<file path="config.mk">
export PLATFORM = sky130hd
export DESIGN_NAME = byte_word_xfer
export DESIGN_NICKNAME = d
export VERILOG_FILES = /design/src/rtl/bwx_pkg.sv /design/src/rtl/bwx_counters.sv /design/src/rtl/bwx_fsm.sv /design/src/rtl/byte_word_xfer.sv
export SDC_FILE = /design/constraint.sdc
export NUM_CORES = 1
export LEC_CHECK = 0
export CAP_MARGIN = 25
export CORE_ASPECT_RATIO = 0.5
export CORE_MARGIN = 8
export CORE_UTILIZATION = 35
export DETAILED_ROUTE_END_ITERATION = 10
export SKIP_CTS_REPAIR_TIMING = 1
export SLEW_MARGIN = 0
export SYNTH_ARGS = -nofsm -noshare
export SYNTH_HDL_FRONTEND = slang
export SYNTH_SLANG_ARGS = --single-unit
</file>
<file path="constraint.sdc">
create_clock -name clk -period 2.75 [get_ports clk]
set_input_delay 0.275 -clock clk [delete_from_list [all_inputs] [get_ports clk]]
set_output_delay 0.275 -clock clk [all_outputs]
set_load 0.03 [all_outputs]
</file>
<file path="src/rtl/bwx_pkg.sv">
package bwx_pkg;

    typedef enum logic [2:0] {
        ST_IDLE  = 3'd0,
        ST_RD_LO = 3'd1,
        ST_RD_HI = 3'd2,
        ST_WR_LO = 3'd3,
        ST_WR_HI = 3'd4
    } xfer_state_e;

    localparam logic CFG_SEL_LEN = 1'b0;
    localparam logic CFG_SEL_NUM = 1'b1;

endpackage

</file>
<file path="src/rtl/bwx_counters.sv">
module bwx_counters #(
    parameter int FIELD_W = 11,
    localparam int CNT_W  = FIELD_W + 1
) (
    input  logic               clk,
    input  logic               rst_n,
    input  logic               cfg_wr,
    input  logic               cfg_sel,
    input  logic [FIELD_W-1:0] cfg_wdata,
    input  logic               busy,
    input  logic               step,
    output logic               last_byte,
    output logic               last_blk,
    output logic [CNT_W-1:0]   byte_cnt,
    output logic [CNT_W-1:0]   blk_cnt
);
    import bwx_pkg::*;

    logic [CNT_W-1:0] len_q;
    logic [CNT_W-1:0] num_q;
    logic [CNT_W-1:0] field_p1;

    assign field_p1  = {1'b0, cfg_wdata} + CNT_W'(1);
    assign last_byte = (byte_cnt == CNT_W'(1));
    assign last_blk  = (blk_cnt == CNT_W'(1));

    always_ff @(posedge clk or negedge rst_n) begin
        if (!rst_n) begin
            len_q    <= CNT_W'(1);
            num_q    <= CNT_W'(1);
            byte_cnt <= CNT_W'(1);
            blk_cnt  <= CNT_W'(1);
        end else if (cfg_wr && !busy) begin
            if (cfg_sel == CFG_SEL_LEN) begin
                len_q    <= field_p1;
                byte_cnt <= field_p1;
            end else begin
                num_q    <= field_p1;
                blk_cnt  <= field_p1;
                byte_cnt <= len_q;
            end
        end else if (step) begin
            if (last_byte) begin
                byte_cnt <= len_q;
                if (last_blk) begin
                    blk_cnt <= num_q;
                end else begin
                    blk_cnt <= blk_cnt - CNT_W'(1);
                end
            end else begin
                byte_cnt <= byte_cnt - CNT_W'(1);
            end
        end
    end


    cfg_len_chk: assert property (@(posedge clk) disable iff (!rst_n)
        (cfg_wr && !busy && cfg_sel == CFG_SEL_LEN) |=>
            byte_cnt == {1'b0, $past(cfg_wdata)} + CNT_W'(1));


    cfg_num_chk: assert property (@(posedge clk) disable iff (!rst_n)
        (cfg_wr && !busy && cfg_sel == CFG_SEL_NUM) |=>
            (blk_cnt == {1'b0, $past(cfg_wdata)} + CNT_W'(1)) && (byte_cnt == len_q));


    blk_step_chk: assert property (@(posedge clk) disable iff (!rst_n)
        (step && !(cfg_wr && !busy) && last_byte && !last_blk) |=>
            (blk_cnt == $past(blk_cnt) - CNT_W'(1)) && (byte_cnt == len_q));


    final_reload_chk: assert property (@(posedge clk) disable iff (!rst_n)
        (step && !(cfg_wr && !busy) && last_byte && last_blk) |=>
            (blk_cnt == num_q) && (byte_cnt == len_q));


    cnt_nonzero_chk: assert property (@(posedge clk) disable iff (!rst_n)
        (byte_cnt != '0) && (blk_cnt != '0));

endmodule

</file>
<file path="src/rtl/bwx_fsm.sv">
module bwx_fsm #(
    parameter int LVL_W = 6,
    parameter int AF_W  = 5
) (
    input  logic             clk,
    input  logic             rst_n,
    input  logic             start,
    input  logic             dir_rd,
    input  logic [AF_W-1:0]  af_level,
    input  logic [LVL_W-1:0] buf_level,
    input  logic             last_byte,
    input  logic             last_blk,
    output logic             step,
    output logic             busy,
    output logic             done,
    input  logic             card_rx_valid,
    input  logic [7:0]       card_rx_data,
    output logic             card_rx_ready,
    output logic             card_tx_valid,
    output logic [7:0]       card_tx_data,
    input  logic             card_tx_ready,
    output logic             buf_push,
    output logic [15:0]      buf_push_data,
    input  logic [15:0]      buf_head,
    output logic             buf_pop
);
    import bwx_pkg::*;

    xfer_state_e state_q, state_d;
    logic [7:0]  lo_q;
    logic        done_q;
    logic        rx_fire, tx_fire, finish, go, above_af;

    assign above_af = ({{(LVL_W > AF_W ? 0 : 1){1'b0}}, buf_level} >
                       {{(LVL_W - AF_W){1'b0}}, af_level});
    assign go       = start && (state_q == ST_IDLE);

    // state register
    always_ff @(posedge clk or negedge rst_n) begin
        if (!rst_n) begin
            state_q <= ST_IDLE;
            lo_q    <= '0;
            done_q  <= 1'b0;
        end else begin
            state_q <= state_d;
            if (rx_fire && state_q == ST_RD_LO) begin
                lo_q <= card_rx_data;
            end
            if (go) begin
                done_q <= 1'b0;
            end else if (finish) begin
                done_q <= 1'b1;
            end
        end
    end

    // outputs and next state
    always_comb begin
        state_d       = state_q;
        card_rx_ready = 1'b0;
        card_tx_valid = 1'b0;
        card_tx_data  = 8'h00;
        buf_push      = 1'b0;
        buf_push_data = 16'h0000;
        buf_pop       = 1'b0;
        rx_fire       = 1'b0;
        tx_fire       = 1'b0;
        unique case (state_q)
            ST_IDLE: begin
                if (go) begin
                    state_d = dir_rd ? ST_RD_LO : ST_WR_LO;
                end
            end
            ST_RD_LO: begin
                card_rx_ready = !above_af;
                rx_fire       = card_rx_valid && card_rx_ready;
                if (rx_fire) begin
                    if (last_byte) begin
                        buf_push      = 1'b1;
                        buf_push_data = {8'h00, card_rx_data};
                        state_d       = last_blk ? ST_IDLE : ST_RD_LO;
                    end else begin
                        state_d = ST_RD_HI;
                    end
                end
            end
            ST_RD_HI: begin
                card_rx_ready = 1'b1;
                rx_fire       = card_rx_valid;
                if (rx_fire) begin
                    buf_push      = 1'b1;
                    buf_push_data = {card_rx_data, lo_q};
                    state_d       = (last_byte && last_blk) ? ST_IDLE : ST_RD_LO;
                end
            end
            ST_WR_LO: begin
                card_tx_valid = (buf_level != '0);
                card_tx_data  = buf_head[7:0];
                tx_fire       = card_tx_valid && card_tx_ready;
                if (tx_fire) begin
                    if (last_byte) begin
                        buf_pop = 1'b1;
                        state_d = last_blk ? ST_IDLE : ST_WR_LO;
                    end else begin
                        state_d = ST_WR_HI;
                    end
                end
            end
            ST_WR_HI: begin
                card_tx_valid = 1'b1;
                card_tx_data  = buf_head[15:8];
                tx_fire       = card_tx_ready;
                if (tx_fire) begin
                    buf_pop = 1'b1;
                    state_d = (last_byte && last_blk) ? ST_IDLE : ST_WR_LO;
                end
            end
            default: state_d = ST_IDLE;
        endcase
    end

    assign step   = rx_fire || tx_fire;
    assign finish = step && last_byte && last_blk;
    assign busy   = (state_q != ST_IDLE);
    assign done   = done_q;


    idle_quiet_chk: assert property (@(posedge clk) disable iff (!rst_n)
        !busy |-> !card_rx_ready && !card_tx_valid && !buf_push && !buf_pop);


    rd_pause_chk: assert property (@(posedge clk) disable iff (!rst_n)
        (state_q == ST_RD_LO && above_af) |-> !card_rx_ready);


    wr_pause_chk: assert property (@(posedge clk) disable iff (!rst_n)
        (state_q == ST_WR_LO && buf_level == '0) |-> !card_tx_valid);


    tx_hold_chk: assert property (@(posedge clk) disable iff (!rst_n)
        (card_tx_valid && !card_tx_ready) |=> card_tx_valid && $stable(card_tx_data));


    done_idle_chk: assert property (@(posedge clk) disable iff (!rst_n)
        $rose(done) |-> !busy);


    one_push_chk: assert property (@(posedge clk) disable iff (!rst_n)
        !(buf_push && buf_pop));

endmodule

</file>
<file path="src/rtl/byte_word_xfer.sv">
module byte_word_xfer #(
    parameter int FIELD_W = 11,
    parameter int LVL_W   = 6,
    parameter int AF_W    = 5,
    localparam int CNT_W  = FIELD_W + 1
) (
    input  logic               clk,
    input  logic               rst_n,
    input  logic               cfg_wr,
    input  logic               cfg_sel,
    input  logic [FIELD_W-1:0] cfg_wdata,
    input  logic               start,
    input  logic               dir_rd,
    input  logic [AF_W-1:0]    af_level,
    input  logic [LVL_W-1:0]   buf_level,
    output logic               busy,
    output logic               done,
    output logic [CNT_W-1:0]   byte_cnt,
    output logic [CNT_W-1:0]   blk_cnt,
    input  logic               card_rx_valid,
    input  logic [7:0]         card_rx_data,
    output logic               card_rx_ready,
    output logic               card_tx_valid,
    output logic [7:0]         card_tx_data,
    input  logic               card_tx_ready,
    output logic               buf_push,
    output logic [15:0]        buf_push_data,
    input  logic [15:0]        buf_head,
    output logic               buf_pop
);
    logic step, last_byte, last_blk;

    bwx_counters #(.FIELD_W(FIELD_W)) u_cnt (
        .clk       (clk),
        .rst_n     (rst_n),
        .cfg_wr    (cfg_wr),
        .cfg_sel   (cfg_sel),
        .cfg_wdata (cfg_wdata),
        .busy      (busy),
        .step      (step),
        .last_byte (last_byte),
        .last_blk  (last_blk),
        .byte_cnt  (byte_cnt),
        .blk_cnt   (blk_cnt)
    );

    bwx_fsm #(.LVL_W(LVL_W), .AF_W(AF_W)) u_fsm (
        .clk           (clk),
        .rst_n         (rst_n),
        .start         (start),
        .dir_rd        (dir_rd),
        .af_level      (af_level),
        .buf_level     (buf_level),
        .last_byte     (last_byte),
        .last_blk      (last_blk),
        .step          (step),
        .busy          (busy),
        .done          (done),
        .card_rx_valid (card_rx_valid),
        .card_rx_data  (card_rx_data),
        .card_rx_ready (card_rx_ready),
        .card_tx_valid (card_tx_valid),
        .card_tx_data  (card_tx_data),
        .card_tx_ready (card_tx_ready),
        .buf_push      (buf_push),
        .buf_push_data (buf_push_data),
        .buf_head      (buf_head),
        .buf_pop       (buf_pop)
    );


    no_cfg_while_busy_chk: assert property (@(posedge clk) disable iff (!rst_n)
        (busy && cfg_wr) |=> $stable(blk_cnt) || $past(step));

endmodule

</file>
==> results.ini, run 1 <==
[pwr]
cellLeakagePower_nw=2.49
ir_drop_mv=0.384
fin_total_pwr_mw=6.25
power_density_nw_per_um2=1100

[routing]
via_per_inst=5.32
final_antenna_net_count=0
post_drt_wl_per_cell_microns=16.8
vias=3742
firstDrtPassIters=5
routed_wl_microns=11900
drc=0
drtIter0Drc=287

[floorplan]
start_util=0.361
core.rowCount=27
fp.dieW_microns=167
core_sq_um=11100
dieArea_sq_um=15300
io_pins=108
die_h_microns=91.6

[critical_path]
cp_top_family=simple AND/OR/NAND/NOR gates
path_cells=ha_1, or4b_4, nand3b_4, nor2_4, buf_4, a22o_1, buf_4
arrival_ns=2.34
cpPeakStageDelay_ns=0.56
cp_max_fo=6
crit_top_cell=buf_4
endpoint_kind=output port
critPathKind=reg2out
cp-start-kind=register
crit_buf_inv=2
crit_slowest_cell=dfstp_2
required_ns=2.48

[status]
violations=negative hold slack
outcome=finished with violations

[global_route]
antenna_found_initial=0
gr-total-overflow=0
grt_pass1_vias=3707
grt_pass1_wl_microns=19800
grt_max_degree=33
track_usage=0.156

[placement]
portBuffers=107
gp_congestion=0.832
hpwl_microns=9020
place_area_sq_um=5350

[sta]
whs_ns=-0.00567
relSlewSlack=0.527
fin_worst_skew_ns=0.00494
fin_crit_sh=0.951
hold_violations=6
fin_crit_ns=2.62
fmax_ghz=0.382
finalMaxSlewViolations=0
worst_pin_slew_ns=0.710
setup_viol=0

[synthesis]
synth_cell_types=64
synth_async_sr_flop_share=1.00
syn_nets=490
ys.flop_type=dfrtp_1
synth_edf_count=0
syn_inst=426
synth_seq_cells=60
synth_area_sq_um=4010
synth_area_per_cell_sq_um=9.40
yosysSeqAreaShare=0.376
yosysWarnings=0

[job]
maxCapViolations=0

[worst_hold_path]
hold_class=in2async

[cts]
insertion_delay_ns=0.33
cts_buffers=9
root_buffer=clkbuf_16
h-tree-depth=3
cts_tree=done
clkSinkCount=60
cts_buffer_depth=2
path_clk_slew_ns=0.06

[final_layout]
drive_gt1_frac=0.191
diodes=0
final_nets=618
area_growth_pct=41.8
final_cell_area_sq_um=5680

synthesized netlist by cell type, types with 4 or more instances:
cell / instances / area (sq um)
and3_1: 12 / 75.1
nor3_1: 9 / 45.0
a221oi_1: 5 / 43.8
nand3_1: 8 / 40.0
dfstp_2: 4 / 105
nand2_1: 46 / 173
dfrtp_1: 56 / 1400
mux2_2: 16 / 180
nor2_1: 27 / 101
buf_2: 6 / 30.0
clkbuf_1: 8 / 30.0
nor3b_1: 5 / 37.5
mux2i_1: 10 / 100
mux2_4: 8 / 120
inv_1: 18 / 67.6
o221ai_1: 5 / 43.8
ha_1: 10 / 125
a21oi_1: 13 / 65.1
nand2b_1: 5 / 31.3
o21a_1: 6 / 45.0
a22o_1: 16 / 140
o21ai_0: 38 / 190
o22ai_1: 9 / 56.3
or4_1: 4 / 30.0
and2_1: 4 / 25.0
xnor2_1: 16 / 140
o211ai_1: 4 / 30.0
routing by layer:
metal | track usage | vias to the layer above | share of wire
met5 | 0 | - | 0
li1 | - | 1827 | -
met2 | 0.243 | 127 | 0.44
met3 | 0.0376 | 5 | 0.066
met4 | 0.0295 | 0 | 0.0057
met1 | 0.218 | 1783 | 0.49
layout make-up:
type / count / area, sq um
fillers: 1040 / 5400
well taps: 145 / 181
repair buffers: 136 / 1280
clock inverters: 6 / 63.8
inverters: 18 / 67.6
multi-input cells: 329 / 2340
clock buffers: 10 / 239
flip-flops and latches: 60 / 1510
registers in the layout, summed over array words and instances, names as in the netlist:
name / cells
u_cnt.blk_cnt: 12
u_cnt.byte_cnt: 12
u_cnt.len_q: 12
u_cnt.num_q: 12
u_fsm.lo_q: 8
u_fsm.state_q: 3
u_fsm.done: 1
worst paths after layout:
path                                         from                to  slack [ns]  depth (start not counted)
worst max register to register  u_cnt.byte_cnt[0]  u_cnt.blk_cnt[5]        0.23                          8
worst max-delay path            u_cnt.byte_cnt[0]  buf_push_data[3]        0.13                          7
worst min register to register     u_cnt.num_q[6]    u_cnt.num_q[6]        0.48                          2
max in group asynchronous                   rst_n    u_cnt.len_q[0]        2.05                          2
worst min-delay path                        rst_n  u_cnt.blk_cnt[6]      -0.006                          1
min in group clk                   u_cnt.num_q[6]    u_cnt.num_q[6]        0.48                          2
per-stage QoR:
step / setup slack, ns / instances / hold slack (ns) / TNS [ns] / util
6_report: 0.135 / 704 / -0.00567 / 0 / 0.513
5_1_grt: -0.000249 / 704 / 0.0495 / -0.000249 / 0.513
4_1_cts: -0.00959 / 702 / 0.0142 / -0.0216 / 0.510
3_5_place_dp: 0.0244 / 686 / 0.367 / 0 / 0.483
3_3_place_gp: 0.0359 / 686 / 0.368 / 0 / 0.483
2_1_floorplan: 0.360 / 426 / -0.0206 / 0 / -
cell usage in the layout, fill, tap and decap left out, drive strengths merged, types with 12 or more instances in the layout:
| cell | netlist | final |
|---|---|---|
| a22o | 17 | 17 |
| xnor2 | 16 | 16 |
| nand2 | 46 | 46 |
| nor2 | 30 | 30 |
| and3 | 12 | 12 |
| clkdlybuf4s50 | 0 | 95 |
| buf | 11 | 41 |
| dfrtp | 56 | 56 |
| o21ai | 44 | 44 |
| a21oi | 13 | 13 |
| mux2 | 24 | 24 |
| inv | 18 | 18 |
report_power, final:
part | internal, mW | leakage, nW | switching, mW | total (mW)
registers | 1.30 | 0.727 | 0.426 | 1.72
clock network | 0.723 | 0.144 | 0.413 | 1.14
logic | 1.60 | 1.61 | 1.79 | 3.39
cell families after synthesis:
group	count (synthesis)	synth area share
simple gates	144	0.198
compound gates	121	0.207
flops	60	0.376
buf+inv	37	0.0434
mux	34	0.100
xor+xnor	19	0.0415
fa+ha+maj	11	0.0337
No activity file was read; power rests on OpenSTA's default activity.
==> run 2, diff against run 1 <==
--- a/config.mk
+++ b/config.mk
@@ -6,10 +6,14 @@
 export NUM_CORES = 1
 export LEC_CHECK = 0
 export CAP_MARGIN = 25
+export CELL_PAD_IN_SITES_DETAIL_PLACEMENT = 1
+export CELL_PAD_IN_SITES_GLOBAL_PLACEMENT = 1
 export CORE_ASPECT_RATIO = 0.5
 export CORE_MARGIN = 8
 export CORE_UTILIZATION = 35
 export DETAILED_ROUTE_END_ITERATION = 10
+export GPL_TIMING_DRIVEN = 1
+export PLACE_DENSITY_LB_ADDON = 0.1
 export SKIP_CTS_REPAIR_TIMING = 1
 export SLEW_MARGIN = 0
 export SYNTH_ARGS = -nofsm -noshare
==> run 2 against run 1 <==
Net effect:
- the flow now finishes without violations
- register-to-register slack worse by 0.04 ns
- first-iteration DRC count down 27%
- via count grew 0.59%
- cell area increased by 0.11%
- largest power group unchanged
==> results.ini, run 2 (synthesis gave the netlist of run 1 again) <==
[global_route]
grt_pass1_vias=3942  ; was 3,707
gr-total-overflow=0  ; unchanged
track_usage=0.173  ; was 0.156
antenna_found_initial=0  ; unchanged
grt_pass1_wl_microns=21600  ; was 19,800 microns
grt_max_degree=28  ; was 33

[cts]
root_buffer=clkbuf_16  ; unchanged
cts_buffers=9  ; unchanged
cts_buffer_depth=2  ; unchanged
cts_tree=done  ; unchanged
h-tree-depth=3  ; unchanged
insertion_delay_ns=0.33  ; about the same
path_clk_slew_ns=0.05  ; was 0.06 ns
clkSinkCount=60  ; unchanged

[sta]
whs_ns=0.388  ; was -0.00567 ns
fin_worst_skew_ns=0.00855  ; was 0.00494 ns
fin_crit_sh=0.971  ; was 0.951
layout_setup_ws_ns=0.0809  ; was 0.135 ns
relSlewSlack=0.544  ; was 0.527
hold_violations=0  ; was 6
totalNegativeSetupSlack_ns=0  ; unchanged
fmax_ghz=0.375  ; was 0.382 GHz
setup_viol=0  ; unchanged
fin_crit_ns=2.67  ; was 2.62 ns
finalMaxSlewViolations=0  ; unchanged
worst_pin_slew_ns=0.685  ; was 0.710 ns

[routing]
drtIter0Drc=209  ; was 287
via_per_inst=5.35  ; was 5.32
wl_met3_microns=833  ; was 782 microns
maxUsedRoutingLayer=met4  ; unchanged
vias=3764  ; was 3,742
post_drt_wl_per_cell_microns=18.7  ; was 16.8 microns
drc=0  ; unchanged
final_antenna_net_count=0  ; unchanged
wl_met2_microns=5790  ; was 5170 microns
routed_wl_microns=13200  ; was 11,900 microns
wl_met1_microns=6410  ; was 5840 microns
firstDrtPassIters=4  ; was 5

[floorplan]
fp.dieW_microns=167  ; unchanged
core_sq_um=11100  ; unchanged
core.rowCount=27  ; unchanged
start_util=0.361  ; unchanged
dieArea_sq_um=15300  ; unchanged
die_h_microns=91.6  ; unchanged
io_pins=108  ; unchanged

[critical_path]
path_cells=clkdlybuf4s50_1, inv_1, ha_4, and4b_1, o21a_1, o21ai_1, buf_4, nand4_2, nor2_4, buf_4, or2_2, buf_6  ; was ha_1, or4b_4, nand3b_4, nor2_4, buf_4, a22o_1, buf_4
required_ns=2.48  ; about the same
cp-start-kind=primary input  ; was register
crit_top_cell=buf_4  ; unchanged
arrival_ns=2.39  ; was 2.34 ns
crit_buf_inv=5  ; was 2
critPathKind=in2out  ; was reg2out
cp_top_family=buffers and inverters  ; was simple AND/OR/NAND/NOR gates
crit_slowest_cell=clkdlybuf4s50_1  ; was dfstp_2
cp_max_fo=4  ; was 6
cpPeakStageDelay_ns=0.46  ; was 0.56 ns
endpoint_kind=output port  ; unchanged

[status]
outcome=finished, final reports clean  ; was finished with violations

[final_layout]
drive_gt1_frac=0.188  ; was 0.191
final_nets=618  ; unchanged
final_core_util=0.513  ; about the same
final_cell_mix=clkdlybuf4s50_1, dfrtp_1, nand2_1  ; unchanged
diodes=0  ; unchanged
final_common_cell=clkdlybuf4s50_1  ; unchanged
area_growth_pct=42.0  ; was 41.8%

[placement]
place_ws_ns=0.0396  ; was 0.0244 ns
gp_congestion=0.783  ; was 0.832
portBuffers=107  ; unchanged
hpwl_microns=9980  ; was 9020 microns

[pwr]
fin_total_pwr_mw=6.30  ; was 6.25 mW
power_density_nw_per_um2=1110  ; was 1100 nW/um^2
cellLeakagePower_nw=2.48  ; was 2.49 nW
ir_drop_mv=0.438  ; was 0.384 mV

[worst_hold_path]
hold_class=in2async  ; unchanged

[job]
maxCapViolations=0  ; unchanged

run 2: final cells by class:
class / instances / area, sq um
Tap cell: 145 / 181
Fill cell: 1265 / 5390
Timing Repair Buffer: 136 / 1270
Clock buffer: 12 / 256
Sequential cell: 60 / 1510
Multi-Input combinational cell: 329 / 2350
Inverter: 18 / 67.6
Clock inverter: 4 / 47.5
run 2: worst reg2reg max path, stage by stage (launching register included):
cell and delay (ns):
dfstp_2 0.59, ha_1 0.16, or4b_4 0.50, nand3b_4 0.22
buf_4 0.19, o21ai_4 0.20, o21ai_4 0.09, buf_4 0.19
mux2_4 0.31
run 2: per-stage QoR:
stage,cells,cell area [sq um]
2_1_floorplan,426,4010
3_3_place_gp,685,5320
3_5_place_dp,685,5320
4_1_cts,701,5620
5_1_grt,704,5690
6_report,704,5690
run 2: final timing paths:
kind | start | endpoint | slack (ns) | cells past startpoint
setup / recovery | af_level[4] | buf_push | 0.08 | 12
hold / removal | rst_n | u_cnt.blk_cnt[2] | 0.39 | 2
setup reg to reg | u_cnt.byte_cnt[0] | u_cnt.blk_cnt[5] | 0.19 | 8
min in group clk | u_cnt.len_q[1] | u_cnt.len_q[1] | 0.47 | 2
max in group asynchronous | rst_n | u_cnt.byte_cnt[0] | 1.62 | 3
hold reg to reg | u_cnt.len_q[1] | u_cnt.len_q[1] | 0.47 | 2
run 2: power by group:
| part | internal, mW | switching, mW |
|---|---|---|
| Combinational | 1.58 | 1.85 |
| Sequential | 1.30 | 0.416 |
| Clock | 0.747 | 0.408 |
run 2: per-layer routing:
| layer | global-route usage | up-vias |
|---|---|---|
| met4 | 0.0376 | 0 |
| met1 | 0.234 | 1815 |
| li1 | - | 1826 |
| met2 | 0.274 | 111 |
| met3 | 0.0449 | 12 |
| met5 | 0 | - |
==> run 3, diff against run 2 <==
--- a/config.mk
+++ b/config.mk
@@ -5,15 +5,16 @@
 export SDC_FILE = /design/constraint.sdc
 export NUM_CORES = 1
 export LEC_CHECK = 0
+export ABC_CLOCK_PERIOD_IN_PS = 2750
 export CAP_MARGIN = 25
 export CELL_PAD_IN_SITES_DETAIL_PLACEMENT = 1
 export CELL_PAD_IN_SITES_GLOBAL_PLACEMENT = 1
 export CORE_ASPECT_RATIO = 0.5
-export CORE_MARGIN = 8
+export CORE_MARGIN = 2
 export CORE_UTILIZATION = 35
 export DETAILED_ROUTE_END_ITERATION = 10
 export GPL_TIMING_DRIVEN = 1
-export PLACE_DENSITY_LB_ADDON = 0.1
+export PLACE_DENSITY = 0.76
 export SKIP_CTS_REPAIR_TIMING = 1
 export SLEW_MARGIN = 0
 export SYNTH_ARGS = -nofsm -noshare
==> run 3 against run 2 <==
Net effect:
- routed wire length shrank 0.55%
- worst setup slack gained 0.016 ns
- total power grew 0.85%
- register-to-register slack gained 0.07 ns
- clock power is essentially flat
- utilization is essentially flat
- via count grew 3.3%
- final cell count grew 0.28%
- critical path type unchanged
- critical endpoint is now buf_push_data[6]
==> results.ini, run 3 (synthesis gave the netlist of run 1 again) <==
[placement]
gp_congestion=0.798  ; was 0.783
portBuffers=107  ; unchanged
hpwl_microns=9400  ; was 9980 microns
place_ws_ns=-0.0185  ; was 0.0396 ns

[cts]
h-tree-depth=3  ; unchanged
root_buffer=clkbuf_16  ; unchanged
cts_buffer_depth=2  ; unchanged
path_clk_slew_ns=0.06  ; was 0.05 ns
insertion_delay_ns=0.34  ; was 0.33 ns
cts_tree=done  ; unchanged
clkSinkCount=60  ; unchanged
cts_buffers=9  ; unchanged

[routing]
wl_met1_microns=5880  ; was 6410 microns
maxUsedRoutingLayer=met5  ; was met4
via_per_inst=5.51  ; was 5.35
routed_wl_microns=13100  ; was 13,200 microns
wl_met2_microns=6100  ; was 5790 microns
drtIter0Drc=217  ; was 209
vias=3887  ; was 3,764
drc=0  ; unchanged
firstDrtPassIters=4  ; unchanged
post_drt_wl_per_cell_microns=18.5  ; was 18.7 microns
final_antenna_net_count=0  ; unchanged
wl_met3_microns=951  ; was 833 microns

[floorplan]
start_util=0.361  ; unchanged
die_h_microns=79.6  ; was 91.6 microns
dieArea_sq_um=12400  ; was 15,300 sq um
fp.dieW_microns=155  ; was 167 microns
core_sq_um=11100  ; unchanged
core.rowCount=27  ; unchanged
io_pins=108  ; unchanged

[pwr]
cellLeakagePower_nw=2.49  ; was 2.48 nW
ir_drop_mv=0.427  ; was 0.438 mV
fin_total_pwr_mw=6.35  ; was 6.30 mW
power_density_nw_per_um2=1120  ; was 1110 nW/um^2

[sta]
worst_pin_slew_ns=0.792  ; was 0.685 ns
fin_worst_skew_ns=0.0120  ; was 0.00855 ns
relSlewSlack=0.472  ; was 0.544
setup_viol=0  ; unchanged
rsz0062_at_grt=false
finalMaxSlewViolations=0  ; unchanged
fin_crit_sh=0.965  ; was 0.971
fmax_ghz=0.377  ; was 0.375 GHz
layout_setup_ws_ns=0.0965  ; was 0.0809 ns
hold_violations=0  ; unchanged
fin_crit_ns=2.65  ; was 2.67 ns

[critical_path]
cp_max_fo=5  ; was 4
critPathKind=in2out  ; unchanged
cp-start-kind=primary input  ; unchanged
arrival_ns=2.38  ; was 2.39 ns
endpoint_kind=output port  ; unchanged
required_ns=2.48  ; about the same

[final_layout]
final_cell_mix=clkdlybuf4s50_1, dfrtp_1, nand2_1  ; unchanged
drive_gt1_frac=0.196  ; was 0.188
area_growth_pct=41.9  ; was 42.0%
diodes=0  ; unchanged
final_nets=620  ; was 618
final_common_cell=clkdlybuf4s50_1  ; unchanged
n_fill_cell=1257  ; was 1,265

[job]
maxCapViolations=0  ; unchanged

[global_route]
grt_pass1_wl_microns=21100  ; was 21,600 microns
gr-total-overflow=0  ; unchanged
grt_max_degree=61  ; was 28
track_usage=0.219  ; was 0.173
antenna_found_initial=1  ; was 0
grt_pass1_vias=4010  ; was 3,942

[status]
outcome=finished, final reports clean  ; unchanged

[worst_hold_path]
hold_class=in2async  ; unchanged

## run 3: report_power, final
part	switching, mW	internal, mW	total (mW)
sequential	0.461	1.30	1.76
clock	0.424	0.723	1.15
combinational	1.86	1.59	3.44
total	2.74	3.61	6.35
## run 3: worst max-delay path, stage by stage
cell,delay (ns)
clkdlybuf4s50_1,0.45
inv_1,0.04
ha_1,0.33
and4b_1,0.22
o21a_1,0.13
o21ai_2,0.18
nand4_2,0.15
nor2_2,0.17
buf_4,0.15
a22o_1,0.13
buf_4,0.16
## run 3: final timing paths
| kind | from | endpoint | slack, ns | cells after the start |
|---|---|---|---|---|
| hold reg to reg | u_cnt.num_q[9] | u_cnt.num_q[9] | 0.48 | 2 |
| min in group clk | u_cnt.num_q[9] | u_cnt.num_q[9] | 0.48 | 2 |
| hold / removal | rst_n | u_cnt.num_q[4] | 0.09 | 2 |
| max in group asynchronous | rst_n | u_cnt.byte_cnt[11] | 2.12 | 2 |
| setup reg to reg | u_cnt.byte_cnt[1] | u_cnt.blk_cnt[2] | 0.26 | 9 |
| setup / recovery | af_level[4] | buf_push_data[6] | 0.1 | 11 |
## run 3: layout make-up
| class | count | area, sq um | area share |
|---|---|---|---|
| clock inverter | 6 | 63.8 | 0.0112 |
| clock buffer | 10 | 239 | 0.0421 |
| multi-input combinational | 329 | 2340 | 0.412 |
| timing repair buffer | 138 | 1280 | 0.226 |
| inverter | 18 | 67.6 | 0.0119 |
| tap | 145 | 181 | 0.0319 |
| sequential | 60 | 1510 | 0.265 |
## run 3: metrics by stage
step / utilization / instances / instance area, sq um / hold WS [ns] / setup TNS, ns
6_report: 0.513 / 706 / 5680 / 0.0879 / 0
5_1_grt: 0.513 / 706 / 5680 / 0.153 / 0
3_5_place_dp: 0.483 / 687 / 5350 / 0.466 / -0.0486
2_1_floorplan: - / 426 / 4010 / -0.0206 / 0
3_3_place_gp: 0.483 / 687 / 5350 / 0.457 / 0
4_1_cts: 0.510 / 703 / 5650 / 0.137 / -0.0808
## run 3: metal layers
metal / vias up / track usage
met5: - / 0
met4: 2 / 0.0505
met3: 13 / 0.0630
met2: 111 / 0.363
met1: 1931 / 0.287
li1: 1830 / -
